## src/rtl/seghash_pkg.sv

```systemverilog
package seghash_pkg;
   localparam int SIZE_HI  = 63;
   localparam int SIZE_LO  = 62;
   localparam int VSID_HI  = 61;
   localparam int VSID_LO  = 12;
   localparam int KS_BIT   = 11;
   localparam int KP_BIT   = 10;
   localparam int NX_BIT   = 9;
   localparam int LP_BIT   = 8;

   typedef enum logic {SEG_SMALL = 1'b0, SEG_LARGE = 1'b1} seg_size_e;
endpackage

```

## src/rtl/seghash_decode.sv

```systemverilog
module seghash_decode
   import seghash_pkg::*;
#(
   parameter int ADDR_W           = 64,
   parameter int HASH_W           = 39,
   parameter int SMALL_SEG_BITS   = 28,
   parameter int LARGE_SEG_BITS   = 40,
   parameter int SMALL_PAGE_BITS  = 12,
   parameter int LARGE_PAGE_BITS  = 24,
   parameter int LARGE_VSID_SHIFT = 24,
   parameter int AVPN_SHIFT       = 16,
   parameter int AVPN_FLOOR       = 7,
   parameter bit LARGE_SEG_EN     = 1'b1
) (
   input  logic [ADDR_W-1:0] eff_addr,
   input  logic [ADDR_W-1:0] seg_word,
   output logic              large_seg,
   output logic [HASH_W-1:0] vsid,
   output logic [HASH_W-1:0] page_idx,
   output logic [ADDR_W-1:0] avpn_part
);
   localparam logic [ADDR_W-1:0] ONES      = {ADDR_W{1'b1}};
   localparam logic [ADDR_W-1:0] ONE       = ADDR_W'(1);
   localparam logic [ADDR_W-1:0] VSID_MASK = (ONES >> (ADDR_W - 1 - VSID_HI)) & (ONES << VSID_LO);
   localparam logic [ADDR_W-1:0] S_SPAN    = ONE << SMALL_SEG_BITS;
   localparam logic [ADDR_W-1:0] L_SPAN    = ONE << LARGE_SEG_BITS;
   localparam logic [ADDR_W-1:0] SP_SPAN   = ONE << SMALL_PAGE_BITS;
   localparam logic [ADDR_W-1:0] LP_SPAN   = ONE << LARGE_PAGE_BITS;
   localparam logic [ADDR_W-1:0] FLOOR_V   = ONE << AVPN_FLOOR;

   seg_size_e         seg_sz;
   logic              big_page;
   logic [ADDR_W-1:0] vfield;
   logic [ADDR_W-1:0] seg_span;
   logic [ADDR_W-1:0] page_span;
   logic [ADDR_W-1:0] page_addr;

   generate
      if (LARGE_SEG_EN) begin : g_two_sizes
         assign seg_sz = (|seg_word[SIZE_HI:SIZE_LO]) ? SEG_LARGE : SEG_SMALL;
      end else begin : g_small_only
         assign seg_sz = SEG_SMALL;
      end
   endgenerate

   assign large_seg = (seg_sz == SEG_LARGE);
   assign big_page  = seg_word[LP_BIT];

   always_comb begin
      vfield    = seg_word & VSID_MASK;
      seg_span  = large_seg ? L_SPAN : S_SPAN;
      page_span = big_page ? LP_SPAN : SP_SPAN;
      page_addr = eff_addr & (seg_span - page_span);
      vsid      = large_seg ? HASH_W'(vfield >> LARGE_VSID_SHIFT)
                            : HASH_W'(vfield >> VSID_LO);
      page_idx  = big_page ? HASH_W'(page_addr >> LARGE_PAGE_BITS)
                           : HASH_W'(page_addr >> SMALL_PAGE_BITS);
      avpn_part = (page_addr >> AVPN_SHIFT) & (seg_span - FLOOR_V);
   end
endmodule

```

## src/rtl/seghash_mix.sv

```systemverilog
module seghash_mix #(
   parameter int HASH_W       = 39,
   parameter int FOLD_SHIFT   = 25,
   parameter bit LARGE_SEG_EN = 1'b1
) (
   input  logic [HASH_W-1:0] vsid,
   input  logic [HASH_W-1:0] page_idx,
   input  logic              large_seg,
   output logic [HASH_W-1:0] hash
);
   generate
      if (LARGE_SEG_EN) begin : g_fold
         logic [HASH_W-1:0] folded;
         assign folded = large_seg ? (vsid << FOLD_SHIFT) : '0;
         assign hash   = vsid ^ folded ^ page_idx;
      end else begin : g_plain
         logic unused_sel;
         assign unused_sel = large_seg;
         assign hash       = vsid ^ page_idx;
      end
   endgenerate
endmodule

```

## src/rtl/seghash_gen.sv

```systemverilog
module seghash_gen
   import seghash_pkg::*;
#(
   parameter int ADDR_W           = 64,
   parameter int HASH_W           = 39,
   parameter int SMALL_SEG_BITS   = 28,
   parameter int LARGE_SEG_BITS   = 40,
   parameter int SMALL_PAGE_BITS  = 12,
   parameter int LARGE_PAGE_BITS  = 24,
   parameter int LARGE_VSID_SHIFT = 24,
   parameter int FOLD_SHIFT       = 25,
   parameter int AVPN_SHIFT       = 16,
   parameter int AVPN_FLOOR       = 7,
   parameter bit LARGE_SEG_EN     = 1'b1
) (
   input  logic              clk,
   input  logic              rst_n,
   input  logic              in_valid,
   input  logic [ADDR_W-1:0] eff_addr,
   input  logic [ADDR_W-1:0] seg_word,
   input  logic              user_mode,
   output logic              out_valid,
   output logic [HASH_W-1:0] hash,
   output logic [ADDR_W-1:0] match_word,
   output logic              prot_key,
   output logic              no_exec
);
   localparam logic [ADDR_W-1:0] MATCH_MASK = {ADDR_W{1'b1}} << VSID_LO;

   initial begin : chk_params
      assert (ADDR_W > VSID_HI + 1)
         else $fatal(1, "ADDR_W too narrow for descriptor fields");
      assert (HASH_W > 0 && HASH_W <= ADDR_W)
         else $fatal(1, "HASH_W out of range");
      assert (SMALL_PAGE_BITS < LARGE_PAGE_BITS && LARGE_PAGE_BITS < SMALL_SEG_BITS)
         else $fatal(1, "page sizes must nest inside the small segment");
      assert (SMALL_SEG_BITS < LARGE_SEG_BITS && LARGE_SEG_BITS < ADDR_W)
         else $fatal(1, "segment sizes out of order");
   end

   logic              large_seg;
   logic [HASH_W-1:0] vsid;
   logic [HASH_W-1:0] page_idx;
   logic [ADDR_W-1:0] avpn_part;
   logic [HASH_W-1:0] hash_d;

   seghash_decode #(
      .ADDR_W(ADDR_W), .HASH_W(HASH_W),
      .SMALL_SEG_BITS(SMALL_SEG_BITS), .LARGE_SEG_BITS(LARGE_SEG_BITS),
      .SMALL_PAGE_BITS(SMALL_PAGE_BITS), .LARGE_PAGE_BITS(LARGE_PAGE_BITS),
      .LARGE_VSID_SHIFT(LARGE_VSID_SHIFT), .AVPN_SHIFT(AVPN_SHIFT),
      .AVPN_FLOOR(AVPN_FLOOR), .LARGE_SEG_EN(LARGE_SEG_EN)
   ) u_decode (
      .eff_addr  (eff_addr),
      .seg_word  (seg_word),
      .large_seg (large_seg),
      .vsid      (vsid),
      .page_idx  (page_idx),
      .avpn_part (avpn_part)
   );

   seghash_mix #(
      .HASH_W(HASH_W), .FOLD_SHIFT(FOLD_SHIFT), .LARGE_SEG_EN(LARGE_SEG_EN)
   ) u_mix (
      .vsid      (vsid),
      .page_idx  (page_idx),
      .large_seg (large_seg),
      .hash      (hash_d)
   );

   always_ff @(posedge clk) begin
      if (!rst_n) begin
         out_valid  <= 1'b0;
         hash       <= '0;
         match_word <= '0;
         prot_key   <= 1'b0;
         no_exec    <= 1'b0;
      end else begin
         out_valid <= in_valid;
         if (in_valid) begin
            hash       <= hash_d;
            match_word <= (seg_word & MATCH_MASK) | avpn_part;
            prot_key   <= user_mode ? seg_word[KP_BIT] : seg_word[KS_BIT];
            no_exec    <= seg_word[NX_BIT];
         end
      end
   end
endmodule

```

## config.mk

```make
export PLATFORM = sky130hd
export DESIGN_NAME = seghash_gen
export DESIGN_NICKNAME = d
export VERILOG_FILES = /design/src/rtl/seghash_pkg.sv /design/src/rtl/seghash_decode.sv /design/src/rtl/seghash_mix.sv /design/src/rtl/seghash_gen.sv
export SDC_FILE = /design/constraint.sdc
export NUM_CORES = 1
export LEC_CHECK = 0
export ABC_CLOCK_PERIOD_IN_PS = 1500
export BUFFER_PORTS_ARGS = -buffer_cell sky130_fd_sc_hd__buf_4
export CELL_PAD_IN_SITES_DETAIL_PLACEMENT = 1
export CELL_PAD_IN_SITES_GLOBAL_PLACEMENT = 1
export CORE_MARGIN = 5
export CORE_UTILIZATION = 36
export CTS_CLUSTER_DIAMETER = 40
export DETAILED_ROUTE_END_ITERATION = 7
export HOLD_SLACK_MARGIN = 0.1
export PLACE_DENSITY = 0.81
export SLEW_MARGIN = 20
export SYNTH_ARGS = -nofsm -noshare
export SYNTH_HDL_FRONTEND = slang
export SYNTH_HIERARCHICAL = 1
export SYNTH_SLANG_ARGS = --single-unit
```

## constraint.sdc

```tcl
create_clock -name clk -period 1.5 [get_ports clk]
set_input_delay 0.075 -clock clk [delete_from_list [all_inputs] [get_ports clk]]
set_output_delay 0.075 -clock clk [all_outputs]
set_load 0.01 [all_outputs]
```

==> out/qor.yml <==
routing:
  vias: 5098
  wl_met3_mm: 1.25
  wl_per_cell_um: 19.1
  wl_met1_mm: 9.44
  drt_wl_total_mm: 21.2
  viasPerCell: 4.59
  ant_nets: 0
  drt-pass1-iter-count: 4
  drt_iter0_drc: 266
  wl_met2_mm: 9.94
  drc: 0
  route.top_layer_used: "met4"
setup_path:
  endpoint_kind: "flop"
  cp_max_fo: 3
  crit_path_start_kind: "input pin"
  arrival_ns: 1.71
  crit_type: "in2reg"
  required_ns: 1.79
placement:
  dp_hpwl_mm: 15.9
  placed_cell_area_um2: 7510
  gpl.final_weighted_congestion: 0.815
  io_buffers: 193
sta:
  hold_violations: 0
  post-route-period-util_pct: 94.9
  fin_worst_skew_ns: 0
  finalMaxSlewViolations: 0
  whs_ns: 0.123
  fmax_ghz: 0.703
  rsz0062_at_grt: "false"
  min_period_ns: 1.42
  setup_viol: 0
global_routing:
  grt_usage_pct: 21.7
  grt_pass1_vias: 5633
  grt_first_pass_wirelength_mm: 32.8
  grt_start_max_net_pins: 52
  grt.overflow.total: 0
  antenna_found_initial: 0
logic_synthesis:
  synthDominantCellAreaShare_pct: 34.9
  yosysWarnings: 6
  ys_ff_latch: 106
  yosysTopAreaCell: "dfxtp_1"
  synth.yosys.seq_area_share_pct: 34.9
  synth_area_um2: 6080
  yosysUniqueCellTypes: 25
  postSynthAreaPerCell_um2: 9.41
  ys_top_cells_by_area: "dfxtp_1 35%, buf_4 8.9%, mux2i_1 8.7%, mux2_4 8.2%, nor2b_1 6.7%"
  syn-instance-count: 646
final_layout:
  design_area_um2: 8360
  multi_input_area_um2: 3350
  fillerInstances: 1936
  drive_gt1_share_pct: 34.5
  insertedDiodeCount: 0
  nets: 1017
  final_cell_mix: "209 x buf_4, 106 x dfxtp_1, 65 x nor2b_1"
  syn_to_final_growth_pct: 37.5
  seqCellArea_um2: 2120
  utilization_pct: 50.4
  final_common_cell: "buf_4"
power:
  power_frac_seq_pct: 42.0
  p_sw_uw: 2220
  vdd_drop_max_v: 0.000640
  combinationalPowerShare_pct: 27.4
  p_int_uw: 5400
  p_leak_uw: 0.00395
  power_uw: 7620
  p_per_area_nw_per_um2: 912
  clkPwrFrac_pct: 30.6
  switching_share_pct: 29.1
floorplanning:
  core_area_um2: 16600
  pin_count: 238
  die_w_um: 140
  rows: 47
  fp.dieH_um: 140
  dieArea_um2: 19600
  initial_core_util_pct: 36.6
cts:
  cts_root_buf: "clkbuf_16"
  clk_pin_slew_ns: 0.07
  cts_sinks: 106
  cts_tree: "built"
  clock_latency_ns: 0.35
  cts_max_level: 3
  numCtsBuffers: 9
  clockBufferDepth: 2
job:
  cap_viol_max_count: 0
hold_path:
  hp-class: "in2reg"
run_status:
  outcome: "completed"
-- path summary, 6_finish.rpt --
| path | slack (ns) | end | start | cells after the start |
|---|---|---|---|---|
| setup / recovery | 0.08 | hash[29]$_SDFFE_PN0P_ | seg_word[41] | 7 |
| setup reg to reg | 0.81 | match_word[15]$_SDFFE_PN0P_ | match_word[15]$_SDFFE_PN0P_ | 2 |
| hold / removal | 0.12 | match_word[15]$_SDFFE_PN0P_ | seg_word[15] | 3 |
| hold reg to reg | 0.51 | match_word[48]$_SDFFE_PN0P_ | match_word[48]$_SDFFE_PN0P_ | 2 |
-- flip-flops by register name (all words and copies together), names as in the netlist --
name        count
no_exec         1
match_word     64
hash           39
prot_key        1
out_valid       1
-- cell families after synthesis --
group / Yosys count / synth area share [%]
compound gates: 119 / 12.0
xor+xnor: 53 / 7.64
buf+inv: 114 / 13.5
flops: 106 / 34.9
mux: 95 / 18.6
other cells: 1 / 0.0617
simple gates: 158 / 13.3
-- what timing repair did --
item | in CTS | in global routing
buffers inserted | 0 | 0
hold buffers | 56 | 0
resized for setup | 0 | 0
setup endpoints to repair | 0 | 0
endpoints found under the hold margin | 55 | 0
-- power groups by stage --
| stage | Sequential, µW | Clock (µW) | Combinational (µW) |
|---|---|---|---|
| after CTS | 3200 | 2410 | 2080 |
| after detailed placement | 3260 | 0 | 1950 |
| after global routing | 3230 | 2530 | 2250 |
| after global placement | 3250 | 0 | 1900 |
| final | 3200 | 2330 | 2090 |
| after floorplan | 3340 | 0 | 1080 |
-- critical path: stages --
cell and delay, ns:
dlygate4sd3_1 0.55, buf_4 0.16, mux2_4 0.26, xor2_1 0.17, xnor2_1 0.26, mux2i_1 0.12
nor2b_1 0.11
-- layout make-up --
cell class                      instances  area share (%)
Tap cell                              220            3.29
Clock buffer                           15            3.32
Clock inverter                          1          0.0898
Multi-Input combinational cell        483            40.1
Inverter                               12           0.539
Sequential cell                       106            25.4
Timing Repair Buffer                  273            27.3
-- cells in the mapped netlist --
master    number
a21oi_2       30
buf_4         72
nand2_1       26
nor2b_1       65
mux2_4        33
inv_1         12
a21oi_1       23
mux2_2         9
and2_1        11
o21ai_1       53
o21ba_2        1
buf_6          8
clkbuf_1       9
and2_2         3
xnor2_1       14
xor2_1        39
o21bai_1       1
o22ai_1       11
nor2_8         1
mux2i_1       53
buf_2         10
buf_12         3
conb_1         1
dfxtp_1      106
nor2_1        52
-- metrics by stage --
step / setup WS [ns] / std cells / TNS [ns]
global placement: -0.0277 / 1038 / -0.109
floorplan: 0.187 / 703 / 0
CTS: 0.142 / 1110 / 0
detailed placement: -0.0854 / 1038 / -0.532
global route: 0.0162 / 1110 / 0
finish: 0.0771 / 1110 / 0
-- routing by layer --
layer | track usage, % | vias up
met4 | 8.16 | 0
li1 | - | 2490
met3 | 5.32 | 32
met2 | 35.7 | 140
met1 | 27.6 | 2436
met5 | 0 | -
(Power assumes the default switching activity.)
